### src/rtl/spi_cmd_pkg.sv
package spi_cmd_pkg;

  localparam int CMD_W   = 24;
  localparam int CRC_W   = 8;
  localparam int LONG_W  = CMD_W + CRC_W;
  localparam int DATA_W  = 16;
  localparam int SEL_W   = 3;
  localparam int CHAN_W  = 2;
  localparam int DEV_W   = 2;
  localparam int RESP_W  = 1 + DEV_W + SEL_W + CHAN_W + DATA_W;

  // Command field positions (decoded by the host side as well)
  localparam int RW_BIT   = 23;
  localparam int DEV_LSB  = 21;
  localparam int SEL_LSB  = 18;
  localparam int CHAN_LSB = 16;

  localparam logic [SEL_W-1:0] SEL_GAIN     = 3'b010;
  localparam logic [SEL_W-1:0] SEL_GAIN_ALL = 3'b011;

  typedef struct packed {
    logic frameStart;
    logic bitIn;
    logic bitOut;
    logic captureResp;
  } dpStrobe_t;

  function automatic logic [CRC_W-1:0] crcStep(input logic [CRC_W-1:0] acc,
                                               input logic din,
                                               input logic [CRC_W-1:0] poly);
    logic fb;
    fb = acc[CRC_W-1] ^ din;
    crcStep = {acc[CRC_W-2:0], 1'b0} ^ (fb ? poly : '0);
  endfunction

endpackage

### src/rtl/spi_cmd_sync.sv
module spi_cmd_sync #(
  parameter int STAGES = 2,
  parameter int WIDTH  = 3,
  parameter logic [WIDTH-1:0] RST_VAL = '0
) (
  input  logic             clk,
  input  logic             rstN,
  input  logic [WIDTH-1:0] din,
  output logic [WIDTH-1:0] dout
);

  logic [STAGES-1:0][WIDTH-1:0] pipe;

  always_ff @(posedge clk or negedge rstN) begin
    if (!rstN) pipe <= {STAGES{RST_VAL}};
    else       pipe <= {pipe[STAGES-2:0], din};
  end

  assign dout = pipe[STAGES-1];

endmodule

### src/rtl/spi_cmd_dpath.sv
module spi_cmd_dpath
  import spi_cmd_pkg::*;
#(
  parameter logic [CRC_W-1:0] CRC_POLY = 8'h07,
  parameter logic [CRC_W-1:0] CRC_INIT = 8'h00,
  parameter int               CNT_W    = 6
) (
  input  logic              clk,
  input  logic              rstN,
  input  dpStrobe_t         st,
  input  logic              mosiS,
  input  logic [DEV_W-1:0]  devStrap,
  input  logic [SEL_W-1:0]  rdSel,
  input  logic [CHAN_W-1:0] rdChan,
  input  logic [DATA_W-1:0] rdData,
  output logic [CNT_W-1:0]  bitCount,
  output logic [CMD_W-1:0]  cmdWord,
  output logic              crcOk,
  output logic              misoData
);

  localparam logic [CNT_W-1:0] CNT_MAX  = '1;
  localparam logic [CNT_W-1:0] CNT_CMD  = CNT_W'(CMD_W);
  localparam logic [CNT_W-1:0] CNT_LONG = CNT_W'(LONG_W);

  logic [LONG_W-1:0] shiftReg;
  logic [CRC_W-1:0]  crcAcc;
  logic [RESP_W-1:0] respWord;
  logic [RESP_W-1:0] respShift;
  logic              respArmed;

  // Inbound shifting, length counting and running CRC
  always_ff @(posedge clk or negedge rstN) begin
    if (!rstN) begin
      shiftReg <= '0;
      bitCount <= '0;
      crcAcc   <= CRC_INIT;
    end else if (st.frameStart) begin
      bitCount <= '0;
      crcAcc   <= CRC_INIT;
    end else if (st.bitIn) begin
      shiftReg <= {shiftReg[LONG_W-2:0], mosiS};
      if (bitCount != CNT_MAX) bitCount <= bitCount + 1'b1;
      if (bitCount < CNT_CMD)  crcAcc <= crcStep(crcAcc, mosiS, CRC_POLY);
    end
  end

  assign cmdWord = (bitCount == CNT_LONG) ? shiftReg[LONG_W-1:CRC_W] : shiftReg[CMD_W-1:0];
  assign crcOk   = (shiftReg[CRC_W-1:0] == crcAcc);

  // Readback capture and outbound shifting
  always_ff @(posedge clk or negedge rstN) begin
    if (!rstN) begin
      respWord  <= '0;
      respShift <= '0;
      respArmed <= 1'b0;
    end else begin
      if (st.frameStart) begin
        respShift <= respArmed ? respWord : '0;
        respArmed <= 1'b0;
      end else if (st.bitOut) begin
        respShift <= {respShift[RESP_W-2:0], 1'b0};
      end
      if (st.captureResp) begin
        respWord  <= {1'b0, devStrap, rdSel, rdChan, rdData};
        respArmed <= 1'b1;
      end
    end
  end

  assign misoData = respShift[RESP_W-1];

  // the CRC accumulator stops once the command part has been shifted in
  a_r4_crc_frozen_after_cmd: assert property (@(posedge clk) disable iff (!rstN)
    (st.bitIn && !st.frameStart && bitCount >= CNT_CMD) |=> $stable(crcAcc));

  // the length counter moves only on a sampled bit or a new frame
  a_r6_count_only_on_bits: assert property (@(posedge clk) disable iff (!rstN)
    (!st.bitIn && !st.frameStart) |=> $stable(bitCount));

  // a started frame with nothing armed begins with a zero bit
  a_r8_idle_response_zero: assert property (@(posedge clk) disable iff (!rstN)
    (st.frameStart && !respArmed && !st.captureResp) |=> !misoData);

endmodule

### src/rtl/spi_cmd_ctrl.sv
module spi_cmd_ctrl
  import spi_cmd_pkg::*;
#(
  parameter int CNT_W = 6
) (
  input  logic              clk,
  input  logic              rstN,
  input  logic              sclkS,
  input  logic              csS,
  input  logic [DEV_W-1:0]  devStrap,
  input  logic [CNT_W-1:0]  bitCount,
  input  logic [CMD_W-1:0]  cmdWord,
  input  logic              crcOk,
  output dpStrobe_t         st,
  output logic              wrStrobe,
  output logic [SEL_W-1:0]  wrSel,
  output logic [CHAN_W-1:0] wrChan,
  output logic              wrAll,
  output logic [DATA_W-1:0] wrData,
  output logic              rdStrobe,
  output logic [SEL_W-1:0]  rdSel,
  output logic [CHAN_W-1:0] rdChan,
  output logic              faultN
);

  localparam logic [CNT_W-1:0] CNT_CMD  = CNT_W'(CMD_W);
  localparam logic [CNT_W-1:0] CNT_LONG = CNT_W'(LONG_W);

  logic sclkQ, csQ;
  logic sclkRise, sclkFall, csFall, csRise;
  logic lenShort, lenLong, addrHit;
  logic accept, crcBad, crcGood;
  logic crcErr;
  logic [SEL_W-1:0]  cmdSel;
  logic [CHAN_W-1:0] cmdChan;
  logic              cmdRead;

  always_ff @(posedge clk or negedge rstN) begin
    if (!rstN) begin
      sclkQ <= 1'b0;
      csQ   <= 1'b1;
    end else begin
      sclkQ <= sclkS;
      csQ   <= csS;
    end
  end

  assign sclkRise = sclkS & ~sclkQ;
  assign sclkFall = ~sclkS & sclkQ;
  assign csFall   = ~csS & csQ;
  assign csRise   = csS & ~csQ;

  always_comb begin
    st             = '0;
    st.frameStart  = csFall;
    st.bitIn       = sclkRise & ~csS;
    st.bitOut      = sclkFall & ~csS;
    st.captureResp = rdStrobe;
  end

  // Frame-end decode
  assign cmdRead  = cmdWord[RW_BIT];
  assign cmdSel   = cmdWord[SEL_LSB +: SEL_W];
  assign cmdChan  = cmdWord[CHAN_LSB +: CHAN_W];
  assign lenShort = (bitCount == CNT_CMD);
  assign lenLong  = (bitCount == CNT_LONG);
  assign addrHit  = (cmdWord[DEV_LSB +: DEV_W] == devStrap);
  assign accept   = csRise & addrHit & (lenShort | (lenLong & crcOk));
  assign crcBad   = csRise & addrHit & lenLong & ~crcOk;
  assign crcGood  = csRise & addrHit & lenLong & crcOk;

  always_ff @(posedge clk or negedge rstN) begin
    if (!rstN) begin
      wrStrobe <= 1'b0;
      rdStrobe <= 1'b0;
      wrSel    <= '0;
      wrChan   <= '0;
      wrAll    <= 1'b0;
      wrData   <= '0;
      rdSel    <= '0;
      rdChan   <= '0;
    end else begin
      wrStrobe <= accept & ~cmdRead;
      rdStrobe <= accept & cmdRead;
      if (accept && !cmdRead) begin
        wrSel  <= (cmdSel == SEL_GAIN_ALL) ? SEL_GAIN : cmdSel;
        wrAll  <= (cmdSel == SEL_GAIN_ALL);
        wrChan <= cmdChan;
        wrData <= cmdWord[DATA_W-1:0];
      end
      if (accept && cmdRead) begin
        rdSel  <= cmdSel;
        rdChan <= cmdChan;
      end
    end
  end

  always_ff @(posedge clk or negedge rstN) begin
    if (!rstN)        crcErr <= 1'b0;
    else if (crcBad)  crcErr <= 1'b1;
    else if (crcGood) crcErr <= 1'b0;
  end

  assign faultN = ~crcErr;

  // read and write requests are exclusive
  a_r10_strobes_exclusive: assert property (@(posedge clk) disable iff (!rstN)
    !(wrStrobe && rdStrobe));

  // a write request lasts a single cycle
  a_r10_write_single_cycle: assert property (@(posedge clk) disable iff (!rstN)
    wrStrobe |=> !wrStrobe);

  // a read request lasts a single cycle
  a_r7_read_single_cycle: assert property (@(posedge clk) disable iff (!rstN)
    rdStrobe |=> !rdStrobe);

  // requests only follow the end of a frame
  a_r1_strobe_after_frame_end: assert property (@(posedge clk) disable iff (!rstN)
    (wrStrobe || rdStrobe) |-> $past(csRise));

  // the fault output only falls after a long frame ends
  a_r5_fault_on_long_frame: assert property (@(posedge clk) disable iff (!rstN)
    $fell(faultN) |-> $past(csRise && lenLong));

  // frames of illegal length change nothing
  a_r6_bad_length_ignored: assert property (@(posedge clk) disable iff (!rstN)
    (csRise && !lenShort && !lenLong) |=> (!wrStrobe && !rdStrobe && $stable(faultN)));

  // a foreign address changes nothing
  a_r2_foreign_ignored: assert property (@(posedge clk) disable iff (!rstN)
    (csRise && !addrHit) |=> (!wrStrobe && !rdStrobe && $stable(faultN)));

endmodule

### src/rtl/spi_cmd_frontend.sv
module spi_cmd_frontend
  import spi_cmd_pkg::*;
#(
  parameter int               SYNC_STAGES = 2,
  parameter logic [CRC_W-1:0] CRC_POLY    = 8'h07,
  parameter logic [CRC_W-1:0] CRC_INIT    = 8'h00
) (
  input  logic              clk,
  input  logic              rstN,
  input  logic              sclk,
  input  logic              mosi,
  input  logic              csN,
  input  logic [DEV_W-1:0]  devStrap,
  input  logic [DATA_W-1:0] rdData,
  output logic              wrStrobe,
  output logic [SEL_W-1:0]  wrSel,
  output logic [CHAN_W-1:0] wrChan,
  output logic              wrAll,
  output logic [DATA_W-1:0] wrData,
  output logic              rdStrobe,
  output logic [SEL_W-1:0]  rdSel,
  output logic [CHAN_W-1:0] rdChan,
  output logic              misoData,
  output logic              misoEn,
  output logic              faultN
);

  localparam int CNT_W = $clog2(LONG_W + 2);

  logic [2:0]         syncOut;
  logic               csS, sclkS, mosiS;
  dpStrobe_t          st;
  logic [CNT_W-1:0]   bitCount;
  logic [CMD_W-1:0]   cmdWord;
  logic               crcOk;

  spi_cmd_sync #(
    .STAGES (SYNC_STAGES),
    .WIDTH  (3),
    .RST_VAL(3'b100)
  ) sync_i (
    .clk (clk),
    .rstN(rstN),
    .din ({csN, sclk, mosi}),
    .dout(syncOut)
  );

  assign {csS, sclkS, mosiS} = syncOut;

  spi_cmd_ctrl #(.CNT_W(CNT_W)) ctrl_i (
    .clk     (clk),
    .rstN    (rstN),
    .sclkS   (sclkS),
    .csS     (csS),
    .devStrap(devStrap),
    .bitCount(bitCount),
    .cmdWord (cmdWord),
    .crcOk   (crcOk),
    .st      (st),
    .wrStrobe(wrStrobe),
    .wrSel   (wrSel),
    .wrChan  (wrChan),
    .wrAll   (wrAll),
    .wrData  (wrData),
    .rdStrobe(rdStrobe),
    .rdSel   (rdSel),
    .rdChan  (rdChan),
    .faultN  (faultN)
  );

  spi_cmd_dpath #(
    .CRC_POLY(CRC_POLY),
    .CRC_INIT(CRC_INIT),
    .CNT_W   (CNT_W)
  ) dpath_i (
    .clk     (clk),
    .rstN    (rstN),
    .st      (st),
    .mosiS   (mosiS),
    .devStrap(devStrap),
    .rdSel   (rdSel),
    .rdChan  (rdChan),
    .rdData  (rdData),
    .bitCount(bitCount),
    .cmdWord (cmdWord),
    .crcOk   (crcOk),
    .misoData(misoData)
  );

  // The pad is only driven while a frame is selected
  assign misoEn = ~csN;

endmodule

### config.mk
export PLATFORM = sky130hd
export DESIGN_NAME = spi_cmd_frontend
export DESIGN_NICKNAME = d
export VERILOG_FILES = /design/src/rtl/spi_cmd_pkg.sv /design/src/rtl/spi_cmd_sync.sv /design/src/rtl/spi_cmd_dpath.sv /design/src/rtl/spi_cmd_ctrl.sv /design/src/rtl/spi_cmd_frontend.sv
export SDC_FILE = /design/constraint.sdc
export NUM_CORES = 1
export LEC_CHECK = 0
export ABC_AREA = 1
export BUFFER_PORTS_ARGS = -buffer_cell sky130_fd_sc_hd__buf_2
export CORE_MARGIN = 2
export CORE_UTILIZATION = 53
export DETAILED_ROUTE_END_ITERATION = 12
export PLACE_DENSITY = 0.83
export SYNTH_ARGS = -nofsm -noshare
export SYNTH_HDL_FRONTEND = slang
export SYNTH_HIERARCHICAL = 1
export SYNTH_SLANG_ARGS = --single-unit
### constraint.sdc
create_clock -name clk -period 1.9 [get_ports clk]
set_input_delay 0.095 -clock clk [delete_from_list [all_inputs] [get_ports clk]]
set_output_delay 0.095 -clock clk [all_outputs]
set_load 0.03 [all_outputs]
# Word level (Yosys, flattened, before mapping)

Index checks and enable logic that the tools add are counted.

Bits of input ports: 23
Logic and storage cells: 81
Register bits: 132
Output and inout bits: 32

Mux-type cells: 16
$add $sub $neg: 1
Equality and inequality tests: 6
Bitwise gates (word level): 26
$lt $le $gt $ge: 1
Reductions and logical operators: 12

Operators with widths:

| cell                                                       | count |
|---|---|
| 2-to-1 mux 24 bit                                          | 3 |
| 2-to-1 mux 8 bit                                           | 3 |
| 2-to-1 mux 23 bit                                          | 1 |
| 2-to-1 mux 6 bit                                           | 3 |
| AND 1 bit                                                  | 14 |
| nonzero test 2 bit                                         | 6 |
| inverter 1 bit                                             | 9 |
| == test 8 bit                                              | 1 |
| XOR 8 bit                                                  | 1 |
| adder 6 x 1 -> 6 bit, second input constant                | 1 |
| == test 6 x 5 -> 1 bit, second input constant              | 1 |
| == test 6 bit, second input constant                       | 1 |
| less-than comparator 6 x 5 -> 1 bit, second input constant | 1 |
| 2-to-1 mux 3 bit                                           | 2 |
| != test 6 bit, second input constant                       | 1 |
| AND reduction 2 bit                                        | 3 |
| 2-to-1 mux 1 bit                                           | 4 |
| == test 3 x 2 -> 1 bit, second input constant              | 1 |
| == test 2 bit                                              | 1 |
| logical AND 1 bit                                          | 2 |
| logical NOT 1 bit                                          | 1 |
| bitwise OR 1 bit                                           | 1 |
| XOR 1 bit                                                  | 1 |

# Logic depth before layout (Yosys ltp)

Gate-level depths: netlist of run 1.

Depth after elaboration: 8
Depth in mapped cells: 15
Mapped depth without buffers: 12

# Hierarchy

Netlist of run 1, hierarchy kept.

By module, submodules not included:

| module           | sequential area each (um2) | cells an instance | area an instance (um2) | times used |
|---|---|---|---|---|
| spi_cmd_dpath    | 2,352.3                    | 518               | 4,404.2                | 1 |
| spi_cmd_ctrl     | 802.0                      | 164               | 1,437.6                | 1 |
| spi_cmd_sync     | 152.6                      | 9                 | 175.2                  | 1 |
| spi_cmd_frontend | 0.0                        | 1                 | 3.8                    | 1 |

# Worst setup path before layout of run 1

No wires, ideal clock.

Kind: flip-flop to flip-flop
Start point: register dpath_i.bitCount[0]
End point: register ctrl_i.wrAll
Arrival time: 1.870 ns
Cell stages (with the launch flop): 16
Path buffers: 3
Setup slack: -0.088 ns
Setup time: 0.118 ns
Period minus slack after synthesis: 1.988 ns
Required time: 1.782 ns
Cell sequence: dfrtp_1 > inv_1 > ha_1 > nand3_1 > buf_6 > buf_6 > nand2_1 > o21ai_0 > inv_1 > nand2_1 > nand3_1 > nor2_2 > nand3_2 > buf_2 > nand2_1 > nand2_1

Word-level cells in the longest chain between the ends: 6
Elaborated cells on any way between the ends: 11
Classes of those cells: 4 x eq/ne; 1 x mux; 4 x bitwise; 2 x reduce/logical

Ends and longest elaborated chain:

| element                 | RTL line               | text |
|---|---|---|
| from (decl)             | spi_cmd_dpath.sv:16    | `output logic [CNT_W-1:0] bitCount,` |
| from (signal assigned)  | spi_cmd_dpath.sv:43    | `if (bitCount != CNT_MAX) bitCount <= bitCount + 1'b1;` |
| == test 6 bit           | spi_cmd_dpath.sv:48    | `assign cmdWord = (bitCount == CNT_LONG) ? shiftReg[LONG_W-1:CRC_W] : shiftReg[CMD_W-1:0];` |
| 2-to-1 mux 24 bit       | spi_cmd_dpath.sv:48    |  |
| via cmdWord[22]         | spi_cmd_frontend.sv:34 | `logic [CMD_W-1:0] cmdWord;` |
| == test 2 bit           | spi_cmd_ctrl.sv:67     | `assign addrHit = (cmdWord[DEV_LSB +: DEV_W] == devStrap);` |
| AND 1 bit (2 in series) | spi_cmd_ctrl.sv:68     | `assign accept = csRise & addrHit & (lenShort \| (lenLong & crcOk));` |
| logical AND 1 bit       | spi_cmd_ctrl.sv:85     | `if (accept && !cmdRead) begin` |
| to (signal assigned)    | spi_cmd_ctrl.sv:87     | `wrAll <= (cmdSel == SEL_GAIN_ALL);` |
| to (decl)               | spi_cmd_ctrl.sv:18     | `output logic wrAll,` |

The timed path passes the listed nets, and every way through them passes these cells.
A chain may end at the register's enable or synchronous reset.

# Worst setup path after layout of run 1

Start point: register dpath_i.bitCount[3]
End point: register ctrl_i.wrData[15]

Word-level cells in the longest chain between the ends: 6
Elaborated cells on any way between the ends: 10
Classes of those cells: 3 x eq/ne; 1 x mux; 4 x bitwise; 2 x reduce/logical

Ends and longest elaborated chain:

| element                 | RTL line               | text |
|---|---|---|
| == test 6 bit           | spi_cmd_dpath.sv:48    |  |
| 2-to-1 mux 24 bit       | spi_cmd_dpath.sv:48    |  |
| via cmdWord[22]         | spi_cmd_frontend.sv:34 |  |
| == test 2 bit           | spi_cmd_ctrl.sv:67     |  |
| AND 1 bit (2 in series) | spi_cmd_ctrl.sv:68     |  |
| logical AND 1 bit       | spi_cmd_ctrl.sv:85     |  |
| to (signal assigned)    | spi_cmd_ctrl.sv:89     | `wrData <= cmdWord[DATA_W-1:0];` |
| to (decl)               | spi_cmd_ctrl.sv:19     | `output logic [DATA_W-1:0] wrData,` |

The timed path passes the listed nets, and every way through them passes these cells.

==> metrics.txt, run 1 <==
cell-internal power 5200 uW; sum of routed wire length over all layers 13400 um; area of the mapped netlist 0.00602 mm2; clock-pin slew on the worst setup and hold paths 60 ps; final cell count without fillers 929; share of synthesized area occupied by flip-flops and latches 0.549; wire length per cell 14.4 um; Leak Pwr 0.00368 uW; Post-CTS Setup Inserts 0; Top FF cell, synth sky130_fd_sc_hd__dfrtp_1; number of enable-type register cells in the synthesized netlist 0; chip height 111 um; Core Box Area 0.0110 mm2; worst slew slack as a fraction of its limit 0.600; count of final hold-check violations 0; share of async-settable or async-resettable flops after synthesis 1.00; Post-Syn Instances 692; final clock period utilization by the worst path 0.988; Inserted Diodes 0; Detailed Route Iter0 Violations 401; Slew @ Worst Pin 599 ps; outcome finished clean; synthesized area per cell 8.70 um2; switching pwr 1880 uW; antenna viol nets, final 0; Worst IR Drop VDD 1010 uV; Logic pwr share 0.107; Die Footprint 0.0122 mm2; Clk Latency, worst-skew pair 420 ps; clock sink count 132; detailed-route vias per instance 5.32; hold crit path type in -> async; filler cell count in the final layout 787; area growth from synthesis to layout 22.0%; IO Pins 55; PnR worst setup slack 23.6 ps; weighted congestion reported at the end of routability-driven placement 0.866; peak fanout along the critical path 22; switching fraction of total power 0.265; largest net degree at the start of global routing 46; Placement Setup Slack 6.28 ps; YS warnings 6; initial antenna violation count 0; setup repair after global routing missed its margin yes; std cell rows 38; number of buffers inserted by port buffering 54; number of global-route vias before repair 4982; count of vias placed by the detailed router 4942; Distinct cells, synth 33; number of max-cap violations 0; start-to-end type of the worst setup path reg -> reg; starting utilization of the core area 0.548; endpoint required time on the critical path 2250 ps; 1st-pass router iterations 5; clock tree from TritonCTS done; biggest area contributors in the synthesized netlist sky130_fd_sc_hd__dfrtp_1 (54%), sky130_fd_sc_hd__nand2_1 (14%), sky130_fd_sc_hd__o21ai_0 (6.2%); global-route wire length before repair 23200 um; fraction of final layout cells sized beyond drive strength 1 0.190; HPWL after DPL 8630 um; CTS Root Buffer Type sky130_fd_sc_hd__clkbuf_16; DR DRC count 0; number of max-slew violations in the final report 0; clock period minus worst slack 1880 ps; crit start category register; flip-flop and latch count after synthesis 132; total nets after synthesis 717; cell accounting for the most synthesized area sky130_fd_sc_hd__dfrtp_1; Setup Viol. Count Final 0; Critical Path End Type register; Max Freq 533 MHz; DP Cell Count 875; Remaining Overflow, GRT 0; number of buffers inserted during clock tree synthesis 17; GRT Util Overall 0.234; clock share of power 0.448; sequential share of power 0.445; final clock skew 9.06 ps; P per Cell Area 963 mW/mm2; buffer depth of the longest clock path 2; number of nets in the final layout 801; area fraction of the dominant cell type after synthesis 0.536; total number of H-tree levels 4; horizontal die dimension 111 um; Arrival @ worst endpoint 2230 ps
## area by class of cell
type	count	area, um2	area share
Inverter	83	317	0.0431
Tap cell	140	175	0.0239
Clock buffer	18	439	0.0598
Multi-Input combinational cell	438	2190	0.299
Sequential cell	132	3310	0.450
Timing Repair Buffer	104	769	0.105
Clock inverter	14	143	0.0194
## stage by stage
stage	hold slack, ps	area [um2]	utilization	power, uW	TNS [ps]
floorplan	-201	6050	-	3640	-103
global placement	136	6500	0.592	3850	0
detailed placement	137	6500	0.592	3890	0
CTS	246	7310	0.665	7110	0
global route	305	7340	0.669	7380	-1810
finish	247	7340	0.669	7070	0
## power groups by stage
stage          combinational (uW)  sequential, uW  clock, uW
6_report                      757            3150       3170
5_1_grt                       849            3180       3350
4_1_cts                       742            3150       3220
3_5_place_dp                  693            3190          0
3_3_place_gp                  668            3180          0
2_1_floorplan                 490            3150          0
## routing by layer
layer,wire length [um],track usage
met2,6890,0.391
met5,0,0
met4,243,0.0850
met1,5690,0.291
met3,539,0.0648
## cell usage in the layout (no fill, tap or decap), types with 2 or more instances in the layout
| cell type | netlist | routed |
|---|---|---|
| sky130_fd_sc_hd__dfstp_2 | 3 | 3 |
| sky130_fd_sc_hd__inv_4 | 1 | 2 |
| sky130_fd_sc_hd__nand4_1 | 32 | 32 |
| sky130_fd_sc_hd__nand3_4 | 0 | 2 |
| sky130_fd_sc_hd__xnor2_1 | 4 | 4 |
| sky130_fd_sc_hd__dfrtp_1 | 129 | 129 |
| sky130_fd_sc_hd__nor2_2 | 1 | 2 |
| sky130_fd_sc_hd__dlygate4sd3_1 | 0 | 22 |
| sky130_fd_sc_hd__nand3_2 | 2 | 2 |
| sky130_fd_sc_hd__nand3_1 | 17 | 15 |
| sky130_fd_sc_hd__mux2_4 | 7 | 7 |
| sky130_fd_sc_hd__buf_12 | 0 | 5 |
| sky130_fd_sc_hd__nor3_1 | 3 | 2 |
| sky130_fd_sc_hd__nor2_1 | 21 | 19 |
| sky130_fd_sc_hd__buf_4 | 11 | 23 |
| sky130_fd_sc_hd__xor2_1 | 7 | 7 |
| sky130_fd_sc_hd__clkbuf_16 | 0 | 17 |
| sky130_fd_sc_hd__inv_1 | 81 | 80 |
| sky130_fd_sc_hd__inv_6 | 0 | 6 |
| sky130_fd_sc_hd__clkinv_4 | 0 | 6 |
| sky130_fd_sc_hd__o21ai_2 | 5 | 7 |
| sky130_fd_sc_hd__o21ai_1 | 11 | 12 |
| sky130_fd_sc_hd__nand2_2 | 2 | 4 |
| sky130_fd_sc_hd__buf_2 | 9 | 53 |
| sky130_fd_sc_hd__a21oi_1 | 7 | 7 |
| sky130_fd_sc_hd__a31oi_1 | 2 | 2 |
| sky130_fd_sc_hd__o21ai_0 | 75 | 72 |
| sky130_fd_sc_hd__o22ai_1 | 12 | 12 |
| sky130_fd_sc_hd__nand2_1 | 223 | 221 |
## worst max-delay path: stages (launching register included)
cell                      delay, ps
sky130_fd_sc_hd__dfrtp_1        400
sky130_fd_sc_hd__nor3_4         230
sky130_fd_sc_hd__nand3_4        120
sky130_fd_sc_hd__o21ai_2        180
sky130_fd_sc_hd__inv_1           50
sky130_fd_sc_hd__nand2_1         60
sky130_fd_sc_hd__nand3_2         80
sky130_fd_sc_hd__nor2_4         190
sky130_fd_sc_hd__buf_6          220
sky130_fd_sc_hd__nand4_1        150
sky130_fd_sc_hd__nand2_1        110
## synthesized netlist by cell type, drive strengths merged, types with 7 or more instances
cell,number
a21oi,8
buf,30
clkbuf,9
dfrtp,129
inv,83
mux2,7
nand2,225
nand3,19
nand4,32
nor2,23
o21ai,91
o22ai,12
xor2,7
## final timing paths
| kind | from | to | slack, ps | depth (start not counted) |
|---|---|---|---|---|
| max | dpath_i/bitCount[3] | ctrl_i/wrData[15] | 20 | 10 |
| min | rstN | dpath_i/respShift[9] | 250 | 2 |
| max reg2reg | dpath_i/bitCount[3] | ctrl_i/wrData[15] | 20 | 10 |
| min reg2reg | sync_i/pipe[1] | sync_i/dout[1] | 350 | 0 |
| max in group asynchronous | rstN | ctrl_i/wrData[1] | 1000 | 3 |
| min in group clk | mosi | sync_i/pipe[0] | 310 | 2 |
## kinds of logic after synthesis
family	after synthesis	share of synthesized area
and+or+nand+nor	303	0.213
DFF	132	0.549
buffers and inverters	122	0.0964
AOI/OAI and AO/OA	115	0.104
xor gates and xnor gates	11	0.0160
muxes	7	0.0175
adders and majority gates	2	0.00416
## registers in the layout, indices dropped and copies added, names as in the netlist
register           cells
ctrl_i/csQ             1
ctrl_i/sclkQ           1
sync_i/dout            3
dpath_i/bitCount       6
dpath_i/respArmed      1
ctrl_i/rdChan          2
ctrl_i/wrAll           1
ctrl_i/crcErr          1
sync_i/pipe            3
dpath_i/shiftReg      32
ctrl_i/wrStrobe        1
dpath_i/crcAcc         8
ctrl_i/wrData         16
ctrl_i/wrChan          2
dpath_i/respShift     24
ctrl_i/rdStrobe        1
ctrl_i/rdSel           3
ctrl_i/wrSel           3
dpath_i/respWord      23
## what timing repair did
item | in CTS | in global routing
hold endpoints to repair | 59 | 0
endpoints found under the setup margin | 22 | 33
pin swaps | 0 | 4
resized for setup | 2 | 12
hold buffers | 22 | 0
(Power assumes the default switching activity.)
==> run 2, diff against run 1 <==
--- a/config.mk
+++ b/config.mk
@@ -5,9 +5,8 @@
 export SDC_FILE = /design/constraint.sdc
 export NUM_CORES = 1
 export LEC_CHECK = 0
-export ABC_AREA = 1
+export ABC_AREA = 0
 export BUFFER_PORTS_ARGS = -buffer_cell sky130_fd_sc_hd__buf_2
-export CORE_MARGIN = 2
 export CORE_UTILIZATION = 53
 export DETAILED_ROUTE_END_ITERATION = 12
 export PLACE_DENSITY = 0.83
==> run 2 against run 1 <==
Effect of this change:
- the flow now finishes with violations (setup timing)
- count of clock-buffer cells in the layout grew 3
- die area fell by 5.8%
- synthesized cell count decreased by 39%
- first-iteration DRC count fell by 54%
- final cell count shrank 26%
- sequential share of layout area decreased by 0.79 points
- register-to-register slack lost 800 ps
- hold slack worse by 99 ps
- cell area rose by 1.8%
- core utilization rose by 2.1 points
==> metrics.txt, run 2 <==
Top cell by count, worst path sky130_fd_sc_hd__mux2_4 (was sky130_fd_sc_hd__nand2_1); ordered cell list for the critical path inv_1 > ha_2 > nand2_2 > nor4_4 > buf_4 > mux2_4 > xnor2_4 > nand4_1 > nor3_4 > buf_6 > clkbuf_16 > mux2_4 (was nor3_4 > nand3_4 > o21ai_2 > inv_1 > nand2_1 > nand3_2 > nor2_4 > buf_6 > nand4_1 > nand2_1); final clock period utilization by the worst path 1.41 (was 0.988); Post-Syn Instances 424 (was 692); endpoint required time on the critical path 2310 ps (was 2250 ps); wire length per cell 17.8 um (was 14.4 um); CTS Root Buffer Type sky130_fd_sc_hd__clkbuf_8 (was sky130_fd_sc_hd__clkbuf_16); clock sink count 132 (unchanged); Leak Pwr 0.00364 uW (was 0.00368 uW); total nets after synthesis 449 (was 717); area of the mapped netlist 0.00588 mm2 (was 0.00602 mm2); biggest area contributors in the synthesized netlist sky130_fd_sc_hd__dfrtp_1 (55%), sky130_fd_sc_hd__mux2_2 (18%), sky130_fd_sc_hd__mux2_4 (5.1%) (was sky130_fd_sc_hd__dfrtp_1 (54%), sky130_fd_sc_hd__nand2_1 (14%), sky130_fd_sc_hd__o21ai_0 (6.2%)); number of global-route vias before repair 3916 (was 4982); number of buffers inserted by port buffering 54 (unchanged); Worst IR Drop VDD 783 uV (was 1010 uV); Core Box Area 0.0108 mm2 (was 0.0110 mm2); critical-path cell with the highest stage delay sky130_fd_sc_hd__dfrtp_1 (unchanged); fraction of final layout cells sized beyond drive strength 1 0.476 (was 0.190); area growth from synthesis to layout 27.2% (was 22.0%); number of max-slew violations in the final report 0 (unchanged); synthesized area per cell 13.9 um2 (was 8.70 um2); setup repair after global routing missed its margin yes (unchanged); peak fanout along the critical path 5 (was 22); reg2reg path depth 12 (was 10); hold crit path type in -> async (unchanged); total number of H-tree levels 4 (unchanged); number of nets in the final layout 564 (was 801); peak per-stage delay on the critical path 380 ps (was 400 ps); filler cell count in the final layout 683 (was 787); worst slew slack as a fraction of its limit 0.692 (was 0.600); post-synthesis share of cell area spent on and, or, nand and nor gates 0.0613 (was 0.213); DR DRC count 0 (unchanged); P per Cell Area 951 mW/mm2 (was 963 mW/mm2); top cells by instance count after synthesis sky130_fd_sc_hd__dfrtp_1 (129), sky130_fd_sc_hd__mux2_2 (92), sky130_fd_sc_hd__nand2_1 (27) (was sky130_fd_sc_hd__nand2_1 (223), sky130_fd_sc_hd__dfrtp_1 (129), sky130_fd_sc_hd__inv_1 (81)); std cell rows 38 (unchanged); number of enable-type register cells in the synthesized netlist 0 (unchanged); RR Startpoint dpath_i/bitCount[0] (was dpath_i/bitCount[3]); Detailed Route Iter0 Violations 186 (was 401); kind of cell with the highest combined delay on the critical path multiplexers (was simple AND/OR/NAND/NOR gates); Clk Latency, worst-skew pair 530 ps (was 420 ps); flip-flop and latch count after synthesis 132 (unchanged); most common cell after layout, fill and taps aside sky130_fd_sc_hd__dfrtp_1 (was sky130_fd_sc_hd__nand2_1); start-to-end type of the worst setup path reg -> reg (unchanged); number of buffers inserted during clock tree synthesis 17 (unchanged); chip height 107 um (was 111 um); reg-to-reg endpoint ctrl_i/wrSel[2] (was ctrl_i/wrData[15]); horizontal die dimension 107 um (was 111 um); Critical Path End Type register (unchanged); crit start category register (unchanged); Adder-Cell Fraction of Synth Area 0.00426 (was 0.00416); most numerous cell in the Yosys netlist sky130_fd_sc_hd__dfrtp_1 (was sky130_fd_sc_hd__nand2_1); number of flip-flops under the largest register name 32 (unchanged); register with the most flip-flops dpath_i/shiftReg (unchanged); YS warnings 6 (unchanged); detailed-route vias per instance 5.41 (was 5.32); largest net degree at the start of global routing 62 (was 46); Setup Viol. Count Final 30 (was 0); HPWL after DPL 7250 um (was 8630 um); count of vias placed by the detailed router 3741 (was 4942); clock tree from TritonCTS done (unchanged); Max Freq 374 MHz (was 533 MHz); leading cell types in the layout, fill and taps excluded sky130_fd_sc_hd__dfrtp_1 (129), sky130_fd_sc_hd__mux2_2 (90), sky130_fd_sc_hd__buf_2 (54) (was sky130_fd_sc_hd__nand2_1 (221), sky130_fd_sc_hd__dfrtp_1 (129), sky130_fd_sc_hd__inv_1 (80)); global-route wire length before repair 19500 um (was 23200 um); share of the core filled with cells in the final layout 0.690 (was 0.669); largest registers in the final layout dpath_i/shiftReg (32), dpath_i/respShift (24), dpath_i/respWord (23) (unchanged); initial antenna violation count 0 (unchanged); IO Pins 55 (unchanged); xor and xnor area share after synthesis 0.0241 (was 0.0160); Remaining Overflow, GRT 0 (unchanged); violations in the final reports setup timing; 1st-pass router iterations 4 (was 5); PnR worst setup slack -772 ps (was 23.6 ps); area fraction of the dominant cell type after synthesis 0.549 (was 0.536); sum of routed wire length over all layers 12300 um (was 13400 um); compound-gate portion of the synthesized area 0.0353 (was 0.104); cell accounting for the most synthesized area sky130_fd_sc_hd__dfrtp_1 (unchanged); Inserted Diodes 0 (unchanged); starting utilization of the core area 0.542 (was 0.548); final clock skew 14.7 ps (was 9.06 ps); buffer depth of the longest clock path 2 (unchanged); Slew @ Worst Pin 462 ps (was 599 ps); setup slack of the most critical reg-to-reg path -770 ps (was 20 ps); outcome complete, but fails checks (was finished clean); clock-pin slew on the worst setup and hold paths 60 ps (about the same); final worst hold slack 149 ps (was 247 ps); Distinct cells, synth 41 (was 33); dominant combinational cell family by area after synthesis multiplexers (was simple AND/OR/NAND/NOR gates); clock period minus worst slack 2670 ps (was 1880 ps); Top FF cell, synth sky130_fd_sc_hd__dfrtp_1 (unchanged); Arrival @ worst endpoint 3080 ps (was 2230 ps); share of async-settable or async-resettable flops after synthesis 1.00 (unchanged); CP Buf/Inv Count 4 (was 2); count of final hold-check violations 0 (unchanged); number of max-cap violations 0 (unchanged); antenna viol nets, final 0 (unchanged); weighted congestion reported at the end of routability-driven placement 0.771 (was 0.866); share of cell area taken by muxes after synthesis 0.276 (was 0.0175); GRT Util Overall 0.225 (was 0.234); share of synthesized area occupied by flip-flops and latches 0.563 (was 0.549); depth of the critical timing path with buffers and inverters included 12 (was 10); Die Footprint 0.0115 mm2 (was 0.0122 mm2)
-- run 2: changes by cell type in the layout (fill, tap and decap cells not counted), moves of 25 or more --
cell	before	now
sky130_fd_sc_hd__mux2_2	0	90
sky130_fd_sc_hd__nand2_1	221	25
sky130_fd_sc_hd__nand4_1	32	4
sky130_fd_sc_hd__mux2i_1	0	25
sky130_fd_sc_hd__o21ai_0	72	23
sky130_fd_sc_hd__inv_1	80	9
-- run 2: repair_timing --
action	CTS	global route
hold buffers	23	0
gates resized for setup	1	5
cloned	1	3
buffers inserted	2	5
pin swaps	1	0
hold endpoints to repair	153	0
setup endpoints to repair	30	30
-- run 2: routing by layer --
layer  GRT usage  up-vias  wire length [um]
li1            -     1710                 -
met1       0.281     1929              5350
met2       0.379       85              6380
met3      0.0545       17               393
met4      0.0871        0               206
met5           0        -                 0
-- run 2: final cells by class --
cell class | count | area (um2) | share of cell area
inverters | 9 | 33.8 | 0.00452
well taps | 140 | 175 | 0.0234
multi-input cells | 255 | 2430 | 0.325
clock inverters | 11 | 128 | 0.0171
clock buffers | 21 | 459 | 0.0614
flip-flops and latches | 132 | 3310 | 0.442
repair buffers | 124 | 946 | 0.127
-- run 2: tightest hold or removal path: stages --
cell and delay [ps]:
sky130_fd_sc_hd__dlygate4sd3_1 530, sky130_fd_sc_hd__buf_4 150, sky130_fd_sc_hd__buf_12 290
-- run 2: worst max path at each step --
stage	from	endpoint	slack, ps
2_1_floorplan	dpath_i/bitCount[0]	ctrl_i/wrAll	-800
3_3_place_gp	dpath_i/bitCount[0]	ctrl_i/wrData[10]	-650
3_5_place_dp	dpath_i/bitCount[0]	ctrl_i/wrData[10]	-710
4_1_cts	dpath_i/bitCount[0]	ctrl_i/wrData[11]	-650
5_1_grt	dpath_i/bitCount[0]	ctrl_i/wrAll	-830
6_report	dpath_i/bitCount[0]	ctrl_i/wrSel[2]	-770
-- run 2: cells by family after synthesis --
kind of cell             after synthesis
flip-flops                           132
AO/OA/AOI/OAI                         35
adder cells (fa/ha/maj)                2
multiplexers                         140
AND/OR/NAND/NOR                       65
XOR/XNOR                              13
buffers and inverters                 37
-- run 2: through the flow --
| step | TNS [ps] | total power, uW | cells | setup WS (ps) | cell area [um2] |
|---|---|---|---|---|---|
| after floorplan | -20630 | 3600 | 424 | -795 | 5920 |
| after global placement | -16040 | 3900 | 627 | -646 | 6520 |
| after detailed placement | -17740 | 3930 | 627 | -706 | 6520 |
| after CTS | -15690 | 7150 | 685 | -650 | 7360 |
| after global routing | -21700 | 7390 | 692 | -827 | 7480 |
| final | -19920 | 7110 | 692 | -772 | 7480 |
-- run 2: power breakdown --
| part | switching (uW) | internal (uW) | total, uW |
|---|---|---|---|
| combinational | 348 | 499 | 847 |
| clock | 1200 | 1970 | 3180 |
| sequential | 123 | 2960 | 3080 |
| total | 1670 | 5430 | 7110 |
==> run 3, diff against run 2 <==
--- a/config.mk
+++ b/config.mk
@@ -9,8 +9,8 @@
 export BUFFER_PORTS_ARGS = -buffer_cell sky130_fd_sc_hd__buf_2
 export CORE_UTILIZATION = 53
 export DETAILED_ROUTE_END_ITERATION = 12
+export GPL_TIMING_DRIVEN = 0
 export PLACE_DENSITY = 0.83
 export SYNTH_ARGS = -nofsm -noshare
 export SYNTH_HDL_FRONTEND = slang
-export SYNTH_HIERARCHICAL = 1
 export SYNTH_SLANG_ARGS = --single-unit
==> run 3 against run 2 <==
Effect of this change:
- the run still ends with setup timing left
- sequential power is 4% lower
- clock skew fell by 6.1 ps
- via count increased by 7.0%
- first-iteration DRC count up 56%
==> metrics.txt, run 3 <==
outcome complete, but fails checks (unchanged); violations in the final reports setup timing (unchanged); leading cell types in the layout, fill and taps excluded sky130_fd_sc_hd__dfrtp_1 (128), sky130_fd_sc_hd__mux2_2 (77), sky130_fd_sc_hd__buf_2 (54) (was sky130_fd_sc_hd__dfrtp_1 (129), sky130_fd_sc_hd__mux2_2 (90), sky130_fd_sc_hd__buf_2 (54)); biggest area contributors in the synthesized netlist sky130_fd_sc_hd__dfrtp_1 (55%), sky130_fd_sc_hd__mux2_2 (16%), sky130_fd_sc_hd__mux2_4 (4.6%) (was sky130_fd_sc_hd__dfrtp_1 (55%), sky130_fd_sc_hd__mux2_2 (18%), sky130_fd_sc_hd__mux2_4 (5.1%)); global-route wire length before repair 21100 um (was 19500 um); synthesized area per cell 13.4 um2 (was 13.9 um2); wire length per cell 19.7 um (was 17.8 um); Inserted Diodes 0 (unchanged); Post-Syn Instances 439 (was 424); count of final hold-check violations 0 (unchanged); clock tree from TritonCTS done (unchanged); DP Cell Count 634 (was 627); Clk Latency, worst-skew pair 540 ps (was 530 ps); RR Startpoint dpath_i.bitCount[1] (was dpath_i/bitCount[0]); total nets after synthesis 464 (was 449); Core Box Area 0.0108 mm2 (unchanged); number of max-slew violations in the final report 0 (unchanged); sum of routed wire length over all layers 13900 um (was 12300 um); peak fanout along the critical path 5 (unchanged); fraction of final layout cells sized beyond drive strength 1 0.449 (was 0.476); register with the most flip-flops dpath_i.shiftReg (was dpath_i/shiftReg); Top FF cell, synth sky130_fd_sc_hd__dfrtp_1 (unchanged); final cell count without fillers 703 (was 692); initial antenna violation count 1 (was 0); largest net degree at the start of global routing 105 (was 62); largest registers in the final layout dpath_i.shiftReg (32), dpath_i.respShift (24), dpath_i.respWord (23) (was dpath_i/shiftReg (32), dpath_i/respShift (24), dpath_i/respWord (23)); clock-pin slew on the worst setup and hold paths 60 ps (about the same); reg2reg path depth 8 (was 12); YS warnings 0 (was 6); number of global-route vias before repair 4084 (was 3916); Worst IR Drop VDD 630 uV (was 783 uV); count of vias placed by the detailed router 4001 (was 3741); number of buffers inserted during clock tree synthesis 17 (unchanged); Critical Path End Type register (unchanged); detailed-route vias per instance 5.69 (was 5.41); P per Cell Area 890 mW/mm2 (was 951 mW/mm2); Remaining Overflow, GRT 0 (unchanged); most common cell after layout, fill and taps aside sky130_fd_sc_hd__dfrtp_1 (unchanged); Slew @ Worst Pin 609 ps (was 462 ps); final clock skew 8.60 ps (was 14.7 ps); PnR worst setup slack -512 ps (was -772 ps); horizontal die dimension 107 um (unchanged); setup slack of the most critical reg-to-reg path -510 ps (was -770 ps); GRT Util Overall 0.246 (was 0.225); top cells by instance count after synthesis sky130_fd_sc_hd__dfrtp_1 (129), sky130_fd_sc_hd__mux2_2 (83), sky130_fd_sc_hd__mux2i_1 (26) (was sky130_fd_sc_hd__dfrtp_1 (129), sky130_fd_sc_hd__mux2_2 (92), sky130_fd_sc_hd__nand2_1 (27)); final clock period utilization by the worst path 1.27 (was 1.41); IO Pins 55 (unchanged); cell accounting for the most synthesized area sky130_fd_sc_hd__dfrtp_1 (unchanged); HPWL after DPL 8120 um (was 7250 um); Leak Pwr 0.00365 uW (was 0.00364 uW); area growth from synthesis to layout 29.1% (was 27.2%); 1st-pass router iterations 4 (unchanged); Die Footprint 0.0115 mm2 (unchanged); number of nets in the final layout 575 (was 564); hold crit path type in -> async (unchanged); std cell rows 38 (unchanged); flip-flop and latch count after synthesis 132 (unchanged); area fraction of the dominant cell type after synthesis 0.549 (unchanged); starting utilization of the core area 0.542 (unchanged); share of async-settable or async-resettable flops after synthesis 1.00 (unchanged); DR DRC count 0 (unchanged); clock period minus worst slack 2410 ps (was 2670 ps); CTS Root Buffer Type sky130_fd_sc_hd__clkbuf_8 (unchanged); crit start category register (unchanged); endpoint required time on the critical path 2320 ps (was 2310 ps); CP startpoint dpath_i.bitCount[1] (was dpath_i/bitCount[0]); clock sink count 132 (unchanged); antenna viol nets, final 0 (unchanged); number of flip-flops under the largest register name 32 (unchanged); share of synthesized area occupied by flip-flops and latches 0.563 (unchanged); start-to-end type of the worst setup path reg -> reg (unchanged); Max Freq 415 MHz (was 374 MHz); Distinct cells, synth 49 (was 41); number of enable-type register cells in the synthesized netlist 0 (unchanged); Arrival @ worst endpoint 2830 ps (was 3080 ps); total number of H-tree levels 4 (unchanged); placed cell areas 0.00640 mm2 (was 0.00652 mm2); buffer depth of the longest clock path 2 (unchanged); area occupied by registers 0.00331 mm2 (about the same); number of max-cap violations 0 (unchanged); area of the mapped netlist 0.00588 mm2 (unchanged); reg-to-reg endpoint ctrl_i.wrChan[0] (was ctrl_i/wrSel[2]); Setup Viol. Count Final 29 (was 30); worst slew slack as a fraction of its limit 0.594 (was 0.692); setup repair after global routing missed its margin yes (unchanged); filler cell count in the final layout 668 (was 683); capture point of the critical path ctrl_i.wrChan[0] (was ctrl_i/wrSel[2]); Detailed Route Iter0 Violations 291 (was 186); chip height 107 um (unchanged); footprint of the multi-input gates 0.00264 mm2 (was 0.00243 mm2); post-route cell area 0.00759 mm2 (was 0.00748 mm2); number of buffers inserted by port buffering 54 (unchanged); weighted congestion reported at the end of routability-driven placement 0.791 (was 0.771); most numerous cell in the Yosys netlist sky130_fd_sc_hd__dfrtp_1 (unchanged)
[run 3: layer usage]
layer  vias up  share of wire  track usage
met1      2069           0.42        0.323
li1       1792              -            -
met5         -        0.00072            0
met2       107           0.51        0.401
met3        31          0.041       0.0533
met4         2          0.029       0.0949
[run 3: repair_timing]
| action | in CTS | in global routing |
|---|---|---|
| gates cloned | 0 | 2 |
| hold buffers | 22 | 0 |
| setup buffers | 9 | 5 |
| gates resized for setup | 26 | 29 |
| hold endpoints to repair | 151 | 0 |
| endpoints found under the setup margin | 84 | 88 |
| pin swaps | 6 | 6 |
[run 3: logic make-up (layout without fill, tap and decap cells)]
logic type / count (synthesis) / in the layout / synth area share
flops: 132 / 132 / 0.563
mux: 127 / 127 / 0.249
simple gates: 87 / 87 / 0.0830
compound gates: 44 / 44 / 0.0536
buf+inv: 31 / 155 / 0.0234
xor+xnor: 16 / 16 / 0.0238
fa+ha+maj: 2 / 2 / 0.00426
[run 3: how the worst min path moves through the flow]
stage	slack, ps	startpoint	end	depth (start not counted)
floorplan	-200	rstN	ctrl_i.crcErr	0
global placement	200	mosi	sync_i.pipe[0]	1
detailed placement	-10	rstN	dpath_i.respWord[5]	1
CTS	2	rstN	dpath_i.respWord[5]	2
global route	40	rstN	dpath_i.respWord[5]	2
finish	1	rstN	dpath_i.respWord[5]	2
[run 3: final cells by class]
class	instances	share of cell area
buffer	21	0.0208
clock buffer	18	0.0564
clock inverter	14	0.0211
inverter	9	0.00445
multi-input combinational	276	0.348
sequential	132	0.436
tap	140	0.0231
timing repair buffer	93	0.0905
[run 3: critical path, stage by stage, from the launching register on]
cell	delay (ps)
sky130_fd_sc_hd__dfrtp_1	400
sky130_fd_sc_hd__inv_2	80
sky130_fd_sc_hd__ha_4	150
sky130_fd_sc_hd__or2b_1	250
sky130_fd_sc_hd__or3_4	370
sky130_fd_sc_hd__a2111oi_4	370
sky130_fd_sc_hd__buf_6	200
sky130_fd_sc_hd__clkbuf_16	170
sky130_fd_sc_hd__mux2_4	300
[run 3: through the flow]
stage,util,hold slack (ps),total power (uW),TNS [ps],worst slack (ps)
floorplan,-,-201,3240,-8400,-357
global placement,0.587,205,3380,-135360,-864
detailed placement,0.590,-11.7,3420,-30110,-640
CTS,0.679,2.28,6710,-12640,-503
global route,0.700,35.3,6960,-14690,-576
finish,0.700,1.40,6750,-12610,-512
[run 3: where the power goes]
part	leakage, uW	switching [uW]	internal, uW	total (uW)
registers	0.00181	84.8	2880	2960
clock network	0.000287	1250	2020	3270
logic	0.00156	272	248	520
